===== src/rtl/irqc_pkg.sv =====
package irqc_pkg;
  localparam int CFG_W    = 32;
  localparam int EN_BIT   = 31;
  localparam int CNT_LSB  = 21;
  localparam int CNT_W    = 8;
  localparam int TIME_LSB = 0;
  localparam int TIME_W   = 16;
  localparam int PRE_W    = 6;
  localparam logic [CFG_W-1:0] CFG_RESET = 32'h8200_0300;

  typedef struct packed {
    logic              coalesce;
    logic [CNT_W-1:0]  cnt_thr;
    logic [TIME_W-1:0] time_thr;
  } irqc_cfg_t;

  function automatic irqc_cfg_t decode_cfg(input logic [CFG_W-1:0] w);
    irqc_cfg_t c;
    c.cnt_thr  = w[CNT_LSB +: CNT_W];
    c.time_thr = w[TIME_LSB +: TIME_W];
    c.coalesce = w[EN_BIT] && (c.cnt_thr != '0) && (c.time_thr != '0);
    return c;
  endfunction
endpackage


===== src/rtl/irqc_cfg_reg.sv =====
module irqc_cfg_reg
  import irqc_pkg::*;
(
  input  logic             clk,
  input  logic             rst_n,
  input  logic             we_i,
  input  logic [CFG_W-1:0] wdata_i,
  output logic [CFG_W-1:0] word_o,
  output irqc_cfg_t        cfg_o
);
  logic [CFG_W-1:0] word_q;

  always_ff @(posedge clk) begin
    if (!rst_n)    word_q <= CFG_RESET;
    else if (we_i) word_q <= wdata_i;
  end

  assign word_o = word_q;
  assign cfg_o  = decode_cfg(word_q);


  cfg_hold_chk: assert property (@(posedge clk) disable iff (!rst_n)
    !we_i |=> $stable(word_q));
endmodule


===== src/rtl/irqc_prescaler.sv =====
module irqc_prescaler #(
  parameter int PRE_W = 6
) (
  input  logic clk,
  input  logic rst_n,
  input  logic line_tick_i,
  output logic unit_tick_o
);
  logic [PRE_W-1:0] pre_q;

  always_ff @(posedge clk) begin
    if (!rst_n)           pre_q <= '0;
    else if (line_tick_i) pre_q <= pre_q + 1'b1;
  end

  assign unit_tick_o = line_tick_i && (&pre_q);


  unit_on_line_chk: assert property (@(posedge clk) disable iff (!rst_n)
    unit_tick_o |-> line_tick_i);
endmodule


===== src/rtl/irqc_batch.sv =====
module irqc_batch #(
  parameter int CNT_W  = 8,
  parameter int TIME_W = 16
) (
  input  logic              clk,
  input  logic              rst_n,
  input  logic              coalesce_i,
  input  logic [CNT_W-1:0]  cnt_thr_i,
  input  logic [TIME_W-1:0] time_thr_i,
  input  logic              frame_i,
  input  logic              unit_tick_i,
  input  logic              restart_i,
  input  logic              ack_i,
  output logic              irq_o
);
  localparam logic [CNT_W-1:0]  CNT_MAX  = '1;
  localparam logic [TIME_W-1:0] TIME_MAX = '1;

  logic [CNT_W-1:0]  cnt_q, cnt_base, cnt_d;
  logic [TIME_W-1:0] units_q, units_base, units_d;
  logic              irq_q, hit;

  always_comb begin
    cnt_base   = restart_i ? '0 : cnt_q;
    units_base = restart_i ? '0 : units_q;
    cnt_d      = cnt_base;
    if (frame_i && cnt_base != CNT_MAX) cnt_d = cnt_base + 1'b1;
    units_d    = units_base;
    if (unit_tick_i && cnt_base != '0 && units_base != TIME_MAX)
      units_d = units_base + 1'b1;
    if (coalesce_i)
      hit = (cnt_d != '0) && ((cnt_d >= cnt_thr_i) || (units_d >= time_thr_i));
    else
      hit = frame_i;
  end

  always_ff @(posedge clk) begin
    if (!rst_n) begin
      cnt_q   <= '0;
      units_q <= '0;
      irq_q   <= 1'b0;
    end else begin
      cnt_q   <= cnt_d;
      units_q <= units_d;
      irq_q   <= (irq_q && !ack_i) || hit;
    end
  end

  assign irq_o = irq_q;


  irq_sticky_chk: assert property (@(posedge clk) disable iff (!rst_n)
    irq_q && !ack_i |=> irq_q);

  ack_empties_chk: assert property (@(posedge clk) disable iff (!rst_n)
    ack_i && !frame_i |=> cnt_q == '0 && units_q == '0);

  restart_empties_chk: assert property (@(posedge clk) disable iff (!rst_n)
    restart_i && !frame_i |=> cnt_q == '0 && units_q == '0);

  idle_timer_chk: assert property (@(posedge clk) disable iff (!rst_n)
    units_q != '0 |-> cnt_q != '0);

  cnt_saturate_chk: assert property (@(posedge clk) disable iff (!rst_n)
    cnt_q == CNT_MAX && !restart_i |=> cnt_q == CNT_MAX);

  bypass_fire_chk: assert property (@(posedge clk) disable iff (!rst_n)
    !coalesce_i && frame_i |=> irq_q);
endmodule


===== src/rtl/frame_irq_coalescer.sv =====
module frame_irq_coalescer
  import irqc_pkg::*;
(
  input  logic        clk,
  input  logic        rst_n,
  input  logic        cfg_we,
  input  logic [31:0] cfg_wdata,
  output logic [31:0] cfg_rdata,
  input  logic        frame_done,
  input  logic        line_tick,
  input  logic        irq_ack,
  output logic        irq
);
  irqc_cfg_t cfg;
  logic      unit_tick;

  irqc_cfg_reg u_cfg (
    .clk     (clk),
    .rst_n   (rst_n),
    .we_i    (cfg_we),
    .wdata_i (cfg_wdata),
    .word_o  (cfg_rdata),
    .cfg_o   (cfg)
  );

  irqc_prescaler #(.PRE_W(PRE_W)) u_pre (
    .clk         (clk),
    .rst_n       (rst_n),
    .line_tick_i (line_tick),
    .unit_tick_o (unit_tick)
  );

  irqc_batch #(.CNT_W(CNT_W), .TIME_W(TIME_W)) u_batch (
    .clk         (clk),
    .rst_n       (rst_n),
    .coalesce_i  (cfg.coalesce),
    .cnt_thr_i   (cfg.cnt_thr),
    .time_thr_i  (cfg.time_thr),
    .frame_i     (frame_done),
    .unit_tick_i (unit_tick),
    .restart_i   (irq_ack || cfg_we),
    .ack_i       (irq_ack),
    .irq_o       (irq)
  );
endmodule


===== config.mk =====
export PLATFORM = sky130hd
export DESIGN_NAME = frame_irq_coalescer
export DESIGN_NICKNAME = d
export VERILOG_FILES = /design/src/rtl/irqc_pkg.sv /design/src/rtl/irqc_cfg_reg.sv /design/src/rtl/irqc_prescaler.sv /design/src/rtl/irqc_batch.sv /design/src/rtl/frame_irq_coalescer.sv
export SDC_FILE = /design/constraint.sdc
export NUM_CORES = 1
export LEC_CHECK = 0
export BUFFER_PORTS_ARGS = -buffer_cell sky130_fd_sc_hd__clkbuf_2
export CAP_MARGIN = 20
export CORE_MARGIN = 4
export CORE_UTILIZATION = 50
export DETAILED_ROUTE_END_ITERATION = 6
export PLACE_DENSITY = 0.8
export SYNTH_ARGS = -nofsm -noshare
export SYNTH_HDL_FRONTEND = slang
export SYNTH_SLANG_ARGS = --single-unit

===== constraint.sdc =====
create_clock -name clk -period 3.7 [get_ports clk]
set_clock_uncertainty 0.05 [all_clocks]
set_input_delay 0.74 -clock clk [delete_from_list [all_inputs] [get_ports clk]]
set_output_delay 0.74 -clock clk [all_outputs]
set_load 0.005 [all_outputs]

* Word level (Yosys, flattened, before mapping)
Cells that the tools add are included.
Widths: inputs -> output; s select.
** Word-level totals
- Register bits after elaboration :: 63
- Bits of input ports :: 38
- Output and inout bits :: 33
- Logic and storage cells :: 34
** Operators by class
- $add $sub $neg :: 3
- Magnitude comparators :: 2
- Eq/ne operators :: 2
- Muxes and demuxes :: 5
- Reductions and logical operators :: 17
** Operators with widths (number)
- $mux 16 :: 2
- $reduce_bool 8->1 :: 3
- $add 16x1->16 const B :: 1
- $ge 16x16->1 :: 1
- $mux 8 :: 2
- $ne 16x16->1 const B :: 1
- $reduce_bool 16->1 :: 1
- $add 8x1->8 const B :: 1
- $ge 8x8->1 :: 1
- $logic_and 1x1->1 :: 8
- $ne 8x8->1 const B :: 1
- $add 6x1->6 const B :: 1
- $reduce_and 6->1 :: 1
- $logic_or 1x1->1 :: 3
- $logic_not 1->1 :: 1
- $mux 1 :: 1

* Depth between registers and ports, before layout
Gate-level depths: netlist (run 1).
- Depth in word-level cells :: 11
- Depth in mapped cells :: 19
- Gate-level depth less buffers :: 15

* Hierarchy
From an unflattened synthesis (run 1), not the netlist that was laid out.
** Unflattened totals
- Cell total of the unflattened synthesis :: 436
- Area, all modules :: 3902.5 um^2
** By module, submodules not included
- irqc_batch :: times used 1, cells an instance 271, area each 2150.8 um^2
- irqc_cfg_reg :: times used 1, cells an instance 136, area each 1467.7 um^2
- irqc_prescaler :: times used 1, cells an instance 28, area each 277.8 um^2
- frame_irq_coalescer :: times used 1, cells an instance 1, area each 6.3 um^2

* Least setup slack after synthesis (run 1)
No wires, ideal clock.
- Path kind :: input -> register
- From :: input port cfg_we
- To :: register u_batch.irq_q (netlist: u_batch.irq_o)
- Library setup time :: 0.101 ns
- Arrival time :: 3.622 ns
- Data required time :: 3.549 ns
- Setup slack :: -0.073 ns
- Cell stages on the path :: 18
- Path through :: buf_4 > nor2_8 > buf_4 > buf_6 > and2_1 > ha_1 > nand4_1 > nand4bb_1 > buf_4 > nand2_2 > mux2_4 > ha_1 > nand2_1 > o21ai_0 > a221oi_1 > o31ai_1 > a211oi_1 > o41ai_1
** On the way
- Cells in the longest elaborated chain, start to end :: 11
- Elaborated cells on any way between the ends :: 20
- Those cells by class :: add/sub (2); order compare (2); eq/ne (2); mux (5); reduce/logical (9)
** RTL lines
- from (decl) :: line frame_irq_coalescer.sv:6 : input logic cfg_we,
- $logic_or 1x1->1 (*) :: line frame_irq_coalescer.sv:41 : .restart_i (irq_ack || cfg_we),
- branches (longest 4 deep; another with $add 16x1->16)
- $mux 16 (*) :: line irqc_batch.sv:29 : if (unit_tick_i && cnt_base != '0 && units_base != TIME_MAX)
- via u_batch.units_d[1] :: line irqc_batch.sv:20 : logic [TIME_W-1:0] units_q, units_base, units_d;
- $ge 16x16->1 (*) :: line irqc_batch.sv:32 : hit = (cnt_d != '0) && ((cnt_d >= cnt_thr_i) || (units_d >= time_thr_i));
- $logic_or 1x1->1 (*) :: line irqc_batch.sv:32
- $logic_and 1x1->1 (*) :: line irqc_batch.sv:32
- $mux 1 (*) :: line irqc_batch.sv:31 : if (coalesce_i)
- $logic_or 1x1->1 (*) :: line irqc_batch.sv:45 : irq_q <= (irq_q && !ack_i) || hit;
- to (signal assigned) :: line irqc_batch.sv:45
- to (decl) :: line irqc_batch.sv:21 : logic irq_q, hit;
Mark *: on every way through the listed nets, which the timed path passes.
A chain may end at the register's enable or synchronous reset.

* Final worst setup path (run 1)
Ends and elaborated chain as after synthesis.

==> qor.yml, run 1 <==
clocking:
  htreeDepth: 3
  cts.clk_slew.worst_paths_ps: 70
  postCtsSetupBuffers: 0
  clock-sinks: 63
  cts-root-buf: "clkbuf_8"
  postCtsHoldBufs: 0
  cts_buffer_depth: 2
  cts_made_buffers: 9
  tritoncts: "built"
  clock_latency_ps: 340
floorplan:
  initial_core_util_pct: 52.5
  dieWidth_um: 93.4
  io_pins: 71
  dieArea_um2: 8730
  core-area_um2: 6940
  num_rows: 30
  die_h_um: 93.4
yosys:
  synth_cell_types: 60
  yosys-top-cells-area: "dfxtp_1 (35%), ha_1 (9.6%), mux2i_1 (8.5%)"
  yosys.area.top_type: "dfxtp_1"
  seq_area_frac_synth_pct: 34.6
  syn_avg_cell_area_um2: 9.08
  ys_seq_elements: 63
  synth-edff-count: 0
  synthArstFlopShare_pct: 0
  synth_top_area_share_pct: 34.6
  synthCells: 402
  synthFlopType: "dfxtp_1"
  syn_area_um2: 3650
  syn-num-nets: 468
  synth_warnings: 0
setup_path:
  crit_top_cell: "ha_1"
  ff2ff_path_depth: 13
  crit_slowest_cell: "nand4bb_2"
  critPathLaunchType: "input port"
  r2r_start: "u_batch.cnt_q[2]$_SDFF_PN0_"
  arrival_ps: 3620
  setup.worst_path.end_class: "flip-flop"
  crit_type: "input port to flip-flop"
  required_ps: 3890
  max_stage_delay_ps: 340
  path_max_fanout: 6
  crit_chain: "clkbuf_2, nor2_8, and2_1, ha_1, nand4_1, nand4bb_2, nand2_2, mux2_4, ha_1, nand2_1, o21ai_0, a221oi_2, o31ai_1, a211oi_1, o41ai_1"
  startpoint: "cfg_we"
drt:
  drcViolationCount: 0
  via_per_inst: 5.30
  first_pass_iters: 4
  post_drt_wl_per_cell_um: 14.3
  drtIter0Drc: 209
  drtAntennaViolNets: 0
  vias: 3142
  wl_um: 8470
global_route:
  grt_pass1_vias: 3208
  grt_busiest_layer: "met2"
  grt_overflow_total: 0
  use_met1_pct: 25.4
  grtUsageMet3_pct: 4.42
  grt_antenna_before_repair: 0
  grt_pass1_wl_um: 14300
  grtUsageMet2_pct: 33.3
  track_usage_pct: 20.5
  grt_max_degree: 43
final_layout:
  final_layout_size_suffix_gt1_share_pct: 26.8
  final_nets: 558
  syn_to_final_growth_pct: 20.7
  fill_cells: 592
  fin_area_um2: 4400
  antennaDiodeCount: 0
timing:
  timing.final.crit_share_pct: 92.7
  worst_slew_pin_slew_ps: 724
  maxSlewHeadroom_pct: 51.7
  max_freq_mhz: 292
  finalHoldViolations: 0
  finalSetupTns_ps: 0
  setup_viol: 0
  slew_violations: 0
  rsz0062_at_grt: "no"
  post-route-min-period_ps: 3430
power_and_ir_drop:
  vdd_ir_drop_max_uv: 219
  powerDensity_nw_per_um2: 323
  p_leak_nw: 2.04
  seqPwrFrac_pct: 51.0
  combPwrFrac_pct: 12.1
  switching_share_pct: 26.4
  p_int_mw: 1.05
  p_clk_share_pct: 36.9
  p_switching_mw: 0.377
min_path:
  worstHoldPathCells: 2
  hp-class: "flip-flop to flip-flop"
  hold_start: "u_pre.pre_q[5]$_SDFFE_PN0P_"
flow_run:
  maxCapViolCount: 0
run_status:
  outcome: "completed"
placement:
  placed_cell_area_um2: 4220
  port_buffers: 70
  routabilityCongestion: 0.923
  post-dp-hpwl_um: 6460
kinds of logic after synthesis:
kind of cell / Yosys count / share of synthesized area, %
AND/OR/NAND/NOR: 169 / 26.4
flip-flops: 63 / 34.6
buffers and inverters: 47 / 6.00
AO/OA/AOI/OAI: 42 / 8.95
multiplexers: 33 / 9.22
adder cells (fa/ha/maj): 28 / 9.60
XOR/XNOR: 20 / 5.21
layout make-up:
type	instances	area [um2]	share of cell area [%]
clock buffer	11	141	3.21
clock inverter	5	33.8	0.767
timing repair buffer	95	551	12.5
inverter	31	116	2.64
multi-input combinational	292	2180	49.5
tap	96	120	2.73
sequential	63	1260	28.6
synth_stat cells, types with 9 or more instances:
cell / count
nand3_1: 11
nand2_1: 28
xor2_1: 13
a21oi_1: 11
nor4_1: 9
nor2_1: 35
ha_1: 28
and2_1: 15
dfxtp_1: 63
inv_1: 30
nor2b_1: 23
nand4_1: 15
mux2i_1: 31
state kept, by name (all words and copies together) (netlist names):
name	count
u_batch.irq_o	1
u_batch.cnt_q	8
u_batch.units_q	16
u_pre.pre_q	6
u_cfg.word_o	32
layout by cell type, fill, tap and decap left out, types with 2 or more instances in the layout:
cell type	Yosys	routed
xor2_1	13	13
nor4_1	9	9
clkinvlp_4	0	2
and4_1	6	6
nand3_1	11	11
a31oi_1	4	4
a21oi_1	11	11
nor2_1	35	35
and3_2	2	2
mux2i_1	31	31
o21ai_0	6	6
dfxtp_1	63	63
and2_2	2	2
clkbuf_8	0	10
clkbuf_2	0	70
and3_1	6	6
nor2b_1	23	23
and2_1	15	15
nand2_1	28	28
ha_1	28	28
buf_4	3	24
nand4_1	15	15
xor2_2	2	2
xnor2_1	5	5
a211oi_1	3	3
clkinv_2	0	2
nor3_1	3	3
inv_1	30	30
or3_1	2	2
o211ai_1	3	3
power groups by stage:
stage	Sequential, mW	Clock, mW	Combinational (mW)
floorplan	0.739	0	0.0968
global placement	0.740	0	0.164
detailed placement	0.742	0	0.171
CTS	0.726	0.537	0.173
global route	0.730	0.566	0.193
finish	0.727	0.526	0.172
metrics by stage:
| step | power (mW) | util (%) | setup slack, ps | hold slack [ps] | std cells |
|---|---|---|---|---|---|
| CTS | 1.44 | 63.2 | 146 | 443 | 593 |
| global placement | 0.905 | 60.7 | -2.77 | 422 | 577 |
| global route | 1.49 | 63.4 | 42.9 | 491 | 593 |
| floorplan | 0.835 | - | 17.1 | 408 | 402 |
| finish | 1.42 | 63.4 | 272 | 439 | 593 |
| detailed placement | 0.913 | 60.7 | -204 | 434 | 577 |
what timing repair did:
item	in CTS	in global routing
gates resized for setup	0	2
endpoints found under the hold margin	0	0
endpoints found under the setup margin	0	1
path summary, 6_finish.rpt:
path,slack [ps],endpoint
worst max-delay path,270,u_batch.irq_o$_SDFF_PN0_
worst min-delay path,440,u_pre.pre_q[5]$_SDFFE_PN0P_
worst max register to register,390,u_batch.irq_o$_SDFF_PN0_
worst min register to register,440,u_pre.pre_q[5]$_SDFFE_PN0P_
worst max-delay path: cells and delay by family:
kind            cells  cell delay (ps)
simple gates        6              990
compound gates      5              970
fa+ha+maj           2              450
mux                 1              320
buf+inv             1              150
layer usage:
layer,part of all wire (%),wire [um]
met1,45,3820
met3,4.5,384
met2,47,4000
met5,0,0
met4,3.1,265
Power figures use the tool's default switching activity.
==> run 2: changes to the inputs <==
Settings changed: CELL_PAD_IN_SITES_DETAIL_PLACEMENT from default to 1, CELL_PAD_IN_SITES_GLOBAL_PLACEMENT from default to 1, CORE_UTILIZATION 50 to 38, PLACE_DENSITY 0.8 to 0.81, SLEW_MARGIN from default to 30.
==> qor.yml, run 2 (synthesized netlist as in run 1, its figures left out) <==
global_route:
  grt_overflow_total: 0  # unchanged
  grt_pass1_vias: 3689  # was 3208
  grt_max_degree: 34  # was 43
  grt_pass1_wl_um: 17700  # was 14300 um
  grt_antenna_before_repair: 0  # unchanged
  track_usage_pct: 19.5  # was 20.5%
setup_path:
  cp_top_family: "compound AO/OA/AOI/OAI gates"  # was simple AND/OR/NAND/NOR gates
  critPathLaunchType: "input port"  # unchanged
  crit_chain: "clkbuf_2, nor2_8, nand2_1, ha_1, a211oi_4, buf_4, buf_4, nand4_1, xnor2_2, nor2_1, ha_1, a211o_1, a31oi_1, o2111ai_1, a211oi_1, o41ai_1"  # was clkbuf_2, nor2_8, and2_1, ha_1, nand4_1, nand4bb_2, nand2_2, mux2_4, ha_1, nand2_1, o21ai_0, a221oi_2, o31ai_1, a211oi_1, o41ai_1
  required_ps: 3880  # was 3890 ps
  path_max_fanout: 9  # was 6
  crit_slowest_cell: "a211o_1"  # was nand4bb_2
  crit_type: "input port to flip-flop"  # unchanged
  cp_num_buf_inv: 3  # was 1
  max_stage_delay_ps: 280  # was 340 ps
  arrival_ps: 3680  # was 3620 ps
  setup.worst_path.end_class: "flip-flop"  # unchanged
power_and_ir_drop:
  p_leak_nw: 2.08  # was 2.04 nW
  design_power_total_mw: 1.42  # about the same
  powerDensity_nw_per_um2: 315  # was 323 nW/um2
  seqPwrFrac_pct: 51.3  # was 51.0%
  p_clk_share_pct: 36.2  # was 36.9%
  switching_share_pct: 27.5  # was 26.4%
  p_int_mw: 1.03  # was 1.05 mW
  vdd_ir_drop_max_uv: 159  # was 219 uV
  p_switching_mw: 0.390  # was 0.377 mW
  combPwrFrac_pct: 12.6  # was 12.1%
drt:
  vias: 3318  # was 3142
  wl_um: 10400  # was 8470 um
  via_per_inst: 5.23  # was 5.30
  drtIter0Drc: 114  # was 209
  drtAntennaViolNets: 0  # unchanged
  first_pass_iters: 4  # unchanged
  post_drt_wl_per_cell_um: 16.4  # was 14.3 um
  drcViolationCount: 0  # unchanged
final_layout:
  fin_cells: 634  # was 593
  final_layout_size_suffix_gt1_share_pct: 28.1  # was 26.8%
  post-route-util_pct: 48.5  # was 63.4%
  final_cell_mix: "clkbuf_2 (70), dfxtp_1 (63), nor2_1 (35)"  # unchanged
  fin_area_um2: 4500  # was 4400 um2
  largest_reg_flops: 32  # unchanged
  syn_to_final_growth_pct: 23.4  # was 20.7%
  final_common_cell: "clkbuf_2"  # unchanged
  final_nets: 566  # was 558
  antennaDiodeCount: 0  # unchanged
floorplan:
  core-area_um2: 9280  # was 6940 um2
  io_pins: 71  # unchanged
  num_rows: 35  # was 30
  dieWidth_um: 106  # was 93.4 um
  die_h_um: 106  # was 93.4 um
  dieArea_um2: 11200  # was 8730 um2
  initial_core_util_pct: 39.3  # was 52.5%
placement:
  post-dp-hpwl_um: 8150  # was 6460 um
  pre_cts_ws_ps: -293  # was -204 ps
  routabilityCongestion: 0.913  # was 0.923
  port_buffers: 70  # unchanged
  placed_cell_area_um2: 4310  # was 4220 um2
  place_inst: 618  # was 577
flow_run:
  maxCapViolCount: 0  # unchanged
timing:
  maxSlewHeadroom_pct: 65.6  # was 51.7%
  setup_viol: 0  # unchanged
  slew_violations: 0  # unchanged
  max_freq_mhz: 286  # was 292 MHz
  timing.final.crit_share_pct: 94.6  # was 92.7%
  rsz0062_at_grt: "no"  # unchanged
  finalHoldViolations: 0  # unchanged
  layout_setup_ws_ps: 200  # was 272 ps
  post-route-min-period_ps: 3500  # was 3430 ps
  worst_slew_pin_slew_ps: 516  # was 724 ps
run_status:
  outcome: "completed"  # unchanged
min_path:
  hp-class: "flip-flop to flip-flop"  # unchanged
clocking:
  cts.clk_slew.worst_paths_ps: 70  # about the same
  clock_latency_ps: 340  # about the same
  tritoncts: "built"  # unchanged
  clock-sinks: 63  # unchanged
  cts_buffer_depth: 2  # unchanged
  cts-root-buf: "clkbuf_8"  # unchanged
  htreeDepth: 3  # unchanged
  postCtsHoldBufs: 0  # unchanged
  cts_made_buffers: 9  # unchanged
## run 2: final timing paths
kind | depth (start not counted) | start | slack [ps] | endpoint
max | 16 | cfg_we | 200 | u_batch.irq_o$_SDFF_PN0_
min | 2 | u_pre.pre_q[5]$_SDFFE_PN0P_ | 460 | u_pre.pre_q[5]$_SDFFE_PN0P_
max reg2reg | 13 | u_batch.cnt_q[2]$_SDFF_PN0_ | 340 | u_batch.irq_o$_SDFF_PN0_
min reg2reg | 2 | u_pre.pre_q[5]$_SDFFE_PN0P_ | 460 | u_pre.pre_q[5]$_SDFFE_PN0P_
## run 2: power by group through the flow
stage	Combinational [mW]	Sequential (mW)	Clock [mW]
after detailed placement	0.179	0.743	0
after CTS	0.181	0.728	0.533
after global placement	0.168	0.742	0
after global routing	0.202	0.731	0.563
final	0.178	0.728	0.513
after floorplan	0.0968	0.739	0
## run 2: timing repair
| action | in CTS | in global routing |
|---|---|---|
| resized for setup | 0 | 5 |
| endpoints found under the setup margin | 0 | 1 |
| setup buffers | 0 | 0 |
## run 2: worst reg2reg max path, delay by kind of cell, from the launching register on
kind,cells,cell delay (ps)
adders and majority gates,1,280
and+or+nand+nor,3,750
muxes,1,310
AOI/OAI and AO/OA,7,1290
DFF,1,390
buffers and inverters,1,180
## run 2: cell type report
| type | instances | area (um2) |
|---|---|---|
| multi-input cells | 292 | 2200 |
| repair buffers | 103 | 598 |
| inverters | 31 | 116 |
| clock inverters | 6 | 37.5 |
| well taps | 129 | 161 |
| fillers | 1159 | 4780 |
| flip-flops and latches | 63 | 1260 |
| clock buffers | 10 | 128 |
## run 2: stage by stage
stage,setup TNS (ps),hold slack (ps)
floorplan,0,408
global placement,-108,422
detailed placement,-293,447
CTS,0,459
global route,0,493
finish,0,456
## run 2: layer usage
layer,GRT usage [%],vias to the layer above,share of wire (%)
met5,0,-,0
met4,8.23,0,2.7
met3,4.01,24,4.2
met2,34.7,91,50
met1,22.6,1609,43
li1,-,1594,-
